[config.mk]
export PLATFORM = sky130hd
export DESIGN_NAME = data_addr_gen
export DESIGN_NICKNAME = d
export VERILOG_FILES = /design/src/rtl/dag_pkg.sv /design/src/rtl/dag_decode.sv /design/src/rtl/dag_aux_bank.sv /design/src/rtl/dag_ptr_regs.sv /design/src/rtl/data_addr_gen.sv
export SDC_FILE = /design/constraint.sdc
export NUM_CORES = 1
export LEC_CHECK = 0
export ABC_AREA = 1
export BUFFER_PORTS_ARGS = -buffer_cell sky130_fd_sc_hd__buf_2
export CAP_MARGIN = 5
export CORE_ASPECT_RATIO = 1.1
export CORE_MARGIN = 2
export CORE_UTILIZATION = 35
export CTS_CLUSTER_DIAMETER = 30
export DETAILED_ROUTE_END_ITERATION = 8
export SLEW_MARGIN = 30
export SYNTH_ARGS = -nofsm -noshare
export SYNTH_HDL_FRONTEND = slang
export SYNTH_HIERARCHICAL = 1
export SYNTH_SLANG_ARGS = --single-unit
[constraint.sdc]
create_clock -name clk -period 2.82 [get_ports clk]
set_input_delay 0.282 -clock clk [delete_from_list [all_inputs] [get_ports clk]]
set_output_delay 0.282 -clock clk [all_outputs]
set_load 0.01 [all_outputs]
[src/rtl/dag_pkg.sv]
package dag_pkg;

    localparam int AUX_N = 2;
    localparam int PTR_W = 1;

    typedef enum logic [1:0] {
        ACC_IDLE,
        ACC_DIRECT,
        ACC_INDIRECT
    } acc_kind_e;

    typedef enum logic [1:0] {
        UPD_NONE,
        UPD_DEC,
        UPD_INC
    } upd_e;

    typedef struct packed {
        acc_kind_e        kind;
        upd_e             upd;
        logic             ptr_chg;
        logic [PTR_W-1:0] ptr_new;
    } dec_t;

endpackage

[src/rtl/dag_decode.sv]
module dag_decode
    import dag_pkg::*;
#(
    parameter int INSN_W = 16
) (
    input  logic              en,
    input  logic              imm,
    input  logic [INSN_W-1:0] insn,
    output dec_t              dec
);
    localparam int MODE_BIT = 7;
    localparam int UPD_HI   = 5;
    localparam int UPD_LO   = 4;
    localparam int PCHG_BIT = 3;

    always_comb begin
        dec.kind    = ACC_IDLE;
        dec.upd     = UPD_NONE;
        dec.ptr_chg = 1'b0;
        dec.ptr_new = insn[PTR_W-1:0];
        if (en && !imm) begin
            if (insn[MODE_BIT]) begin
                dec.kind    = ACC_INDIRECT;
                dec.ptr_chg = insn[PCHG_BIT];
                unique case (insn[UPD_HI:UPD_LO])
                    2'b01:   dec.upd = UPD_DEC;
                    2'b10:   dec.upd = UPD_INC;
                    default: dec.upd = UPD_NONE;
                endcase
            end else begin
                dec.kind = ACC_DIRECT;
            end
        end
    end
endmodule

[src/rtl/dag_aux_bank.sv]
module dag_aux_bank
    import dag_pkg::*;
#(
    parameter int AR_W = 16
) (
    input  logic                       clk,
    input  logic                       rst,
    input  logic [PTR_W-1:0]           sel,
    input  upd_e                       upd,
    input  logic                       ld,
    input  logic [PTR_W-1:0]           ld_sel,
    input  logic [AR_W-1:0]            ld_val,
    output logic [AUX_N-1:0][AR_W-1:0] q
);
    for (genvar g = 0; g < AUX_N; g++) begin : g_reg
        always_ff @(posedge clk) begin
            if (rst) begin
                q[g] <= '0;
            end else if (ld && ld_sel == PTR_W'(g)) begin
                q[g] <= ld_val;
            end else if (sel == PTR_W'(g)) begin
                unique case (upd)
                    UPD_INC: q[g] <= q[g] + AR_W'(1);
                    UPD_DEC: q[g] <= q[g] - AR_W'(1);
                    default: q[g] <= q[g];
                endcase
            end
        end
    end
endmodule

[src/rtl/dag_ptr_regs.sv]
module dag_ptr_regs
    import dag_pkg::*;
(
    input  logic             clk,
    input  logic             rst,
    input  logic             page_ld,
    input  logic             page_val,
    input  logic             ptr_ld,
    input  logic [PTR_W-1:0] ptr_val,
    input  logic             ptr_chg,
    input  logic [PTR_W-1:0] ptr_new,
    output logic             page_q,
    output logic [PTR_W-1:0] ptr_q
);
    always_ff @(posedge clk) begin
        if (rst) begin
            page_q <= 1'b0;
            ptr_q  <= '0;
        end else begin
            if (page_ld) page_q <= page_val;
            if (ptr_ld)       ptr_q <= ptr_val;
            else if (ptr_chg) ptr_q <= ptr_new;
        end
    end
endmodule

[src/rtl/data_addr_gen.sv]
module data_addr_gen
    import dag_pkg::*;
#(
    parameter int INSN_W = 16,
    parameter int OFS_W  = 7,
    parameter int AR_W   = 16,
    localparam int ADDR_W = OFS_W + 1
) (
    input  logic              clk,
    input  logic              rst,
    input  logic              insn_en,
    input  logic              insn_imm,
    input  logic [INSN_W-1:0] insn_word,
    input  logic              page_ld,
    input  logic              page_val,
    input  logic              aux_ld,
    input  logic              aux_sel,
    input  logic [AR_W-1:0]   aux_val,
    input  logic              ptr_ld,
    input  logic              ptr_val,
    output logic [ADDR_W-1:0] dmem_addr,
    output logic              dmem_addr_vld
);
    dec_t                       dec;
    logic                       page_q;
    logic [PTR_W-1:0]           ptr_q;
    logic [AUX_N-1:0][AR_W-1:0] aux_q;

    dag_decode #(.INSN_W(INSN_W)) u_dec (
        .en   (insn_en),
        .imm  (insn_imm),
        .insn (insn_word),
        .dec  (dec)
    );

    dag_ptr_regs u_ptr (
        .clk      (clk),
        .rst      (rst),
        .page_ld  (page_ld),
        .page_val (page_val),
        .ptr_ld   (ptr_ld),
        .ptr_val  (ptr_val),
        .ptr_chg  (dec.ptr_chg),
        .ptr_new  (dec.ptr_new),
        .page_q   (page_q),
        .ptr_q    (ptr_q)
    );

    dag_aux_bank #(.AR_W(AR_W)) u_aux (
        .clk    (clk),
        .rst    (rst),
        .sel    (ptr_q),
        .upd    (dec.upd),
        .ld     (aux_ld),
        .ld_sel (aux_sel),
        .ld_val (aux_val),
        .q      (aux_q)
    );

    always_comb begin
        unique case (dec.kind)
            ACC_DIRECT:   dmem_addr = {page_q, insn_word[OFS_W-1:0]};
            ACC_INDIRECT: dmem_addr = aux_q[ptr_q][ADDR_W-1:0];
            default:      dmem_addr = '0;
        endcase
        dmem_addr_vld = !rst && (dec.kind != ACC_IDLE);
    end
endmodule

After elaboration in Yosys (flattened, before gate mapping)
Index checks and enable logic that the tools add are counted.
- register bits after elaboration: 34
- input port bits: 42
- output and inout bits: 9
- word-level logic and storage cells: 45
- add/sub/neg operators: 4
- magnitude comparators: 1
- eq/ne operators: 7
- mux-type cells: 15
- bitwise logic cells: 1
- reduce and logical (&&, ||, !) cells: 13
- operators by type and width (operator ; number):
    $mux W16 ; 4
    $pmux W16 S2 ; 2
    $add A16 B1 Y16 const B ; 2
    $sub A16 B1 Y16 const B ; 2
    $mux W8 ; 2
    $pmux W8 S2 ; 1
    $eq A2 B1 Y1 const B ; 3
    $eq A2 B2 Y1 const B ; 3
    $reduce_bool A2 Y1 ; 3
    $reduce_bool A3 Y1 ; 2
    $mux W5 ; 1
    $logic_and A1 B1 Y1 ; 4
    $pmux W2 S2 ; 1
    $reduce_and A2 Y1 ; 2
    $mux W3 ; 1
    $logic_not A1 Y1 ; 2
    $lt A1 B2 Y1 const B ; 1
    $mux W1 ; 2
    $mux W2 ; 1
    $ne A2 B1 Y1 const B ; 1
    $not A1 Y1 ; 1

Depth between registers and ports, before layout
Gate-level depths: netlist (run 1).
- word-level depth: 8
- depth in mapped cells: 17
- mapped depth without buffers: 16

Hierarchy
The synthesis (run 1) kept the hierarchy.
- by module, submodules not included (module ; times used ; cells an instance ; area an instance (sq um) ; sequential area each (sq um)):
    dag_aux_bank ; 1 ; 559 ; 3110.5 ; 640.6
    data_addr_gen ; 1 ; 67 ; 421.7 ; 0.0
    dag_ptr_regs ; 1 ; 15 ; 91.3 ; 40.0
    dag_decode ; 1 ; 14 ; 62.6 ; 0.0

Least setup slack after synthesis (run 1)
Ideal clock, no wire load.
- path kind: input port to flip-flop
- from: input port insn_imm
- to: register u_aux/q[24] (netlist bit)
- setup time: 0.070 ns
- arrival: 2.238 ns
- required time: 2.750 ns
- setup slack: 0.512 ns
- cell stages on the path: 19
- path buffers: 1
- cell sequence: inv_1 nand3_2 nor2_1 inv_4 nand2_4 buf_6 nand2_1 nand2_1 inv_1 ha_1 inv_1 nand2_1 nand3_1 o21bai_1 a21oi_1 inv_1 nand2_1 nand3_1 a21oi_1
- RTL lines (what ; RTL line ; RTL):
    start, declared ; data_addr_gen.sv:12 ; input logic insn_imm,
    end signal, assigned by index ; dag_aux_bank.sv:20 ; q[g] <= ld_val;
    end signal, assigned by index ; dag_aux_bank.sv:23 ; UPD_INC: q[g] <= q[g] + AR_W'(1);
    end signal, assigned by index ; dag_aux_bank.sv:24 ; UPD_DEC: q[g] <= q[g] - AR_W'(1);
    end, declared ; dag_aux_bank.sv:13 ; output logic [AUX_N-1:0][AR_W-1:0] q

==> flow_metrics.env, run 1 <==
export IMPL_switching_share_pct=32.32
export IMPL_p_clk_share_pct=32.5
export IMPL_drtIter0Drc=111
export IMPL_holdWs_ns=0.2392
export IMPL_worstPathCellList="buf_2 > inv_1 > nand3_2 > nor2_1 > inv_4 > nand2_4 > nand2_1 > nand2_1 > inv_1 > ha_1 > inv_1 > nand2_1 > nand3_1 > o21bai_1 > a21oi_1 > o21ai_0 > a31oi_1"
export IMPL_grt_max_degree=19
export IMPL_powerDensity_nw_per_um2=298.0
export IMPL_area_growth_pct=10.53
export IMPL_dieArea_um2=6432
export IMPL_insertion_delay_ns=0.26
export IMPL_first_pass_iters=4
export IMPL_start_kind="primary input"
export IMPL_cp_top_family="simple AND/OR/NAND/NOR gates"
export IMPL_switchingPower_mw=0.2163
export IMPL_setup_viol=0
export IMPL_coreArea_um2=5697
export IMPL_fin_crit_sh_pct=67.54
export IMPL_clk_pin_slew_ns=0.08
export IMPL_cap_violations=0
export IMPL_crit_path_max_incr_delay_ns=0.23
export IMPL_post_dp_cell_area_um2=2191
export IMPL_crit_path_top_delay_cell="nor2_1"
export IMPL_endpoint_kind="flop"
export IMPL_cts_tree="done"
export IMPL_rsz0062_at_grt="no"
export IMPL_synth_area_per_cell_um2=5.856
export IMPL_final_nets=418
export IMPL_drv_slew=0
export IMPL_vias_per_cell=4.714
export IMPL_wl_per_cell_um=11.54
export IMPL_grtUsageTotal_pct=17.14
export IMPL_cts_resized=0
export IMPL_cts_setup_buffers=0
export IMPL_place_gp_congestion=0.8533
export IMPL_n_antenna_cell=0
export IMPL_fin_skew_ns=0.006929
export IMPL_final_area_um2=2246
export IMPL_p_int_mw=0.4529
export IMPL_cp_max_fo=17
export IMPL_io_buffers=34
export IMPL_power_frac_comb_pct=24.6
export IMPL_cts_hold_fix_buffers=0
export IMPL_peakVddDrop_uv=144.1
export IMPL_period_minus_slack_ns=1.905
export IMPL_status="finished clean"
export IMPL_critPathRequiredTime_ns=3.01
export IMPL_drtAntennaViolNets=0
export IMPL_vias=2107
export IMPL_crit_arrival_ns=2.09
export IMPL_wl_um=5159
export IMPL_cts_buffers_inserted=3
export IMPL_antenna_found_initial=0
export IMPL_ys_warnings_count=6
export IMPL_drive_gt1_share_pct=22.70
export IMPL_slew_headroom_pct=50.93
export IMPL_syn_inst=347
export IMPL_cts_max_level=1
export IMPL_overflow=0
export IMPL_max_freq_mhz=525.0
export IMPL_p_leak_nw=1.120
export IMPL_hold_class="primary input to flop"
export IMPL_seqPwrFrac_pct=42.9
export IMPL_syn_nets=394
export IMPL_dpl_hpwl_um=4124
export IMPL_final_hold_viol_count=0
export IMPL_pin_count=51
export IMPL_grt_pass1_wl_um=9128
export IMPL_grt_pass1_vias=1916
export IMPL_setup_tns_ns=0
export IMPL_die_w_um=76.65
export IMPL_cp_num_buf_inv=5
export IMPL_fin_util_pct=39.42
export IMPL_initial_utilization_pct=35.67
export IMPL_critPathKind="primary input to flop"
export IMPL_fp_row_count=29
export IMPL_clockBufferDepth=2
export IMPL_cts_root_buf="clkbuf_8"
export IMPL_dieHeight_um=83.92
export IMPL_netlist_area_um2=2032
export IMPL_max_slew_worst_pin_slew_ns=0.7333
export IMPL_drc_errors=0
export IMPL_cts_sinks=18
==> metrics by stage <==
stage,setup slack (ns),cells,power (mW)
floorplan,0.7269,347,0.4126
global placement,0.6590,443,0.4563
detailed placement,0.6344,443,0.4581
CTS,0.9058,447,0.6785
global route,0.6356,447,0.7136
finish,0.9154,447,0.6692
==> worst register-to-register path: stages (launching register included) <==
cell and delay (ns):
dfxtp_1 0.38, nand3_1 0.19, nand2_1 0.11, inv_1 0.04, ha_1 0.17, inv_1 0.06, nand2_1 0.09, nand3_1 0.11
o21bai_1 0.08, xor2_1 0.14, nand2_1 0.06, a31oi_1 0.07
==> power groups by stage <==
stage	sequential (mW)	combinational, mW	clock [mW]
finish	0.287	0.165	0.217
global route	0.290	0.189	0.234
CTS	0.287	0.166	0.226
detailed placement	0.293	0.165	0
global placement	0.293	0.163	0
floorplan	0.285	0.128	0
==> routing by layer <==
| metal | wire [um] | global-route usage, % |
|---|---|---|
| met5 | 0 | 0 |
| met4 | 72 | 4.793 |
| met3 | 198 | 1.623 |
| met2 | 2542 | 29.44 |
| met1 | 2347 | 22.80 |
==> worst paths after layout <==
path / cells after the start / slack (ns) / startpoint / end
hold / removal: 3 / 0.24 / page_val / u_ptr/page_q
hold reg to reg: 2 / 0.51 / u_ptr/page_q / u_ptr/page_q
setup / recovery: 17 / 0.92 / insn_imm / u_aux/q[20]
setup reg to reg: 11 / 1.19 / u_aux/q[1] / u_aux/q[4]
==> area by class of cell <==
cell class                      instances  area (um^2)
Fill cell                             654         3451
Multi-Input combinational cell        240         1265
Sequential cell                        18        360.3
Inverter                               71        276.5
Timing Repair Buffer                   37        192.7
Tap cell                               77        96.34
Clock buffer                            4        55.05
==> sequential cells by signal, summed over array words and instances, names as in the netlist <==
register	cells
u_aux/q	16
u_ptr/ptr_q	1
u_ptr/page_q	1
==> layout by cell type, fill, tap and decap left out <==
| master | instances |
|---|---|
| nand2_1 | 109 |
| inv_1 | 58 |
| xor2_1 | 6 |
| a22oi_1 | 3 |
| buf_2 | 34 |
| inv_8 | 1 |
| nand2_4 | 2 |
| ha_1 | 5 |
| inv_4 | 1 |
| o21ai_0 | 12 |
| buf_4 | 3 |
| a21oi_2 | 7 |
| dfxtp_1 | 18 |
| o21bai_1 | 3 |
| a21oi_1 | 11 |
| inv_2 | 4 |
| nand2_2 | 16 |
| nor2_8 | 1 |
| nor2_1 | 22 |
| a41oi_1 | 2 |
| a31oi_1 | 9 |
| o21ai_2 | 1 |
| nand3_1 | 19 |
| nand3b_1 | 1 |
| clkbuf_8 | 4 |
| clkinv_1 | 7 |
| a2111oi_0 | 1 |
| nand3_2 | 10 |
No activity file was read; power rests on OpenSTA's default activity.
==> inputs of run 2 (changes only) <==
Clock period 2.82 ns to 1.7 ns, I/O delays scaled along.
==> run 2 against run 1 <==
Against the previous run:
- register-to-register slack got worse by 1.1 ns
- critical path depth did not move
- first-iteration DRC count rose by 16%
- power grew 76%
- final cell count is 7.8% higher
==> flow_metrics.env, run 2 (same netlist as run 1, synthesis figures left out) <==
export IMPL_status="finished clean"
export IMPL_slew_headroom_pct=71.02
export IMPL_most_common_layout_cells="nand2_1 (100), inv_1 (52), buf_4 (35)"
export IMPL_grt_pass1_vias=2094
export IMPL_final_hold_viol_count=0
export IMPL_drc_errors=0
export IMPL_cts_tree="done"
export IMPL_coreArea_um2=5697
export IMPL_pin_count=51
export IMPL_vias=2205
export IMPL_period_minus_slack_ns=1.613
export IMPL_dieHeight_um=83.92
export IMPL_drive_gt1_share_pct=36.54
export IMPL_grt_pass1_wl_um=9183
export IMPL_area_growth_pct=31.77
export IMPL_final_area_um2=2678
export IMPL_die_w_um=76.65
export IMPL_cap_violations=0
export IMPL_max_slew_worst_pin_slew_ns=0.4347
export IMPL_setup_tns_ns=0
export IMPL_p_leak_nw=1.315
export IMPL_drv_slew=0
export IMPL_cp_max_fo=6
export IMPL_cts_max_level=1
export IMPL_hold_class="primary input to flop"
export IMPL_crit_arrival_ns=1.80
export IMPL_final_nets=453
export IMPL_fin_util_pct=47.00
export IMPL_fin_skew_ns=0.002310
export IMPL_holdWs_ns=0.1357
export IMPL_powerDensity_nw_per_um2=439.1
export IMPL_grt_max_degree=19
export IMPL_fp_row_count=29
export IMPL_overflow=0
export IMPL_start_kind="primary input"
export IMPL_post_dp_cell_area_um2=2514
export IMPL_vias_per_cell=4.575
export IMPL_antenna_found_initial=0
export IMPL_max_freq_mhz=619.8
export IMPL_fin_crit_sh_pct=94.90
export IMPL_wl_um=5551
export IMPL_first_pass_iters=4
export IMPL_place_ws_ns=-0.1943
export IMPL_largest_register="u_aux/q"
export IMPL_critPathRequiredTime_ns=1.89
export IMPL_final_setup_worst_slack_ns=0.08668
export IMPL_drtIter0Drc=129
export IMPL_cts_sinks=18
export IMPL_insertion_delay_ns=0.26
export IMPL_critPathKind="primary input to flop"
export IMPL_cts_root_buf="clkbuf_8"
export IMPL_wl_per_cell_um=11.52
export IMPL_reg_top3="u_aux/q (16), u_ptr/page_q (1), u_ptr/ptr_q (1)"
export IMPL_n_antenna_cell=0
export IMPL_drtAntennaViolNets=0
export IMPL_rsz0062_at_grt="yes"
export IMPL_io_buffers=34
export IMPL_dpl_hpwl_um=4439
export IMPL_endpoint_kind="flop"
export IMPL_dieArea_um2=6432
export IMPL_mostFrequentLayoutCell="nand2_1"
export IMPL_setup_viol=0
export IMPL_initial_utilization_pct=35.67
export IMPL_fill_cells=646
export IMPL_grtUsageTotal_pct=17.37
export IMPL_cts_buffers_inserted=3
export IMPL_place_gp_congestion=0.8927
export IMPL_clockBufferDepth=2
export IMPL_largest_reg_flops=16
export IMPL_clk_pin_slew_ns=0.07
export IMPL_peakVddDrop_uv=268.0
## run 2: cell count changes in the layout (fill, tap and decap cells not counted), sizes merged
cell and delta:
nor2 +1, clkinvlp +1, inv -1, buf +34
## run 2: per-layer routing
metal / share of wire (%) / routed length [um] / GRT usage (%)
met1: 46 / 2526 / 21.66
met2: 50 / 2761 / 31.70
met3: 3.4 / 186 / 1.407
met4: 1.4 / 76 / 4.959
met5: 0 / 0 / 0
## run 2: area by class of cell
cell class	count	area (um^2)	area share, %
repair buffers	71	474.2	17.71
well taps	77	96.34	3.598
flip-flops and latches	18	361.6	13.50
clock buffers	4	55.05	2.056
inverters	71	292.8	10.93
multi-input cells	241	1398	52.20
## run 2: critical path, stage by stage
cell	delay (ns)
buf_8	0.11
inv_12	0.04
nand3_4	0.09
nor2_4	0.12
buf_6	0.14
nand3_1	0.10
nand2_1	0.08
inv_1	0.04
ha_2	0.16
inv_2	0.06
nand2_2	0.06
buf_4	0.12
nand3_1	0.08
nand2_2	0.08
a21oi_2	0.14
o21ai_1	0.09
a21oi_1	0.12
## run 2: metrics by stage
| stage | total power [mW] | std cells |
|---|---|---|
| floorplan | 0.6920 | 347 |
| global placement | 0.8051 | 477 |
| detailed placement | 0.8065 | 477 |
| CTS | 1.170 | 481 |
| global route | 1.251 | 482 |
| finish | 1.176 | 482 |
## run 2: what timing repair did
action                     4_1_cts  5_1_grt
buffers inserted                 0        0
setup endpoints to repair        0       18
hold endpoints to repair         0        0
hold buffers                     0        0
resized for setup                0       27
## run 2: where the power goes
part | total, mW | switching (mW) | internal, mW | leakage, nW
Clock | 0.358 | 0.152 | 0.206 | 0.0288
Combinational | 0.341 | 0.199 | 0.143 | 1.14
Sequential | 0.476 | 0.0312 | 0.445 | 0.148
Total | 1.18 | 0.382 | 0.793 | 1.31
## run 2: path summary, 6_finish.rpt
path | slack (ns) | endpoint | depth (start not counted) | start
max | 0.09 | u_aux/q[22] | 17 | insn_imm
min | 0.14 | u_ptr/page_q | 3 | page_val
max reg2reg | 0.10 | u_aux/q[22] | 12 | u_aux/q[17]
min reg2reg | 0.52 | u_aux/q[1] | 2 | u_aux/q[1]
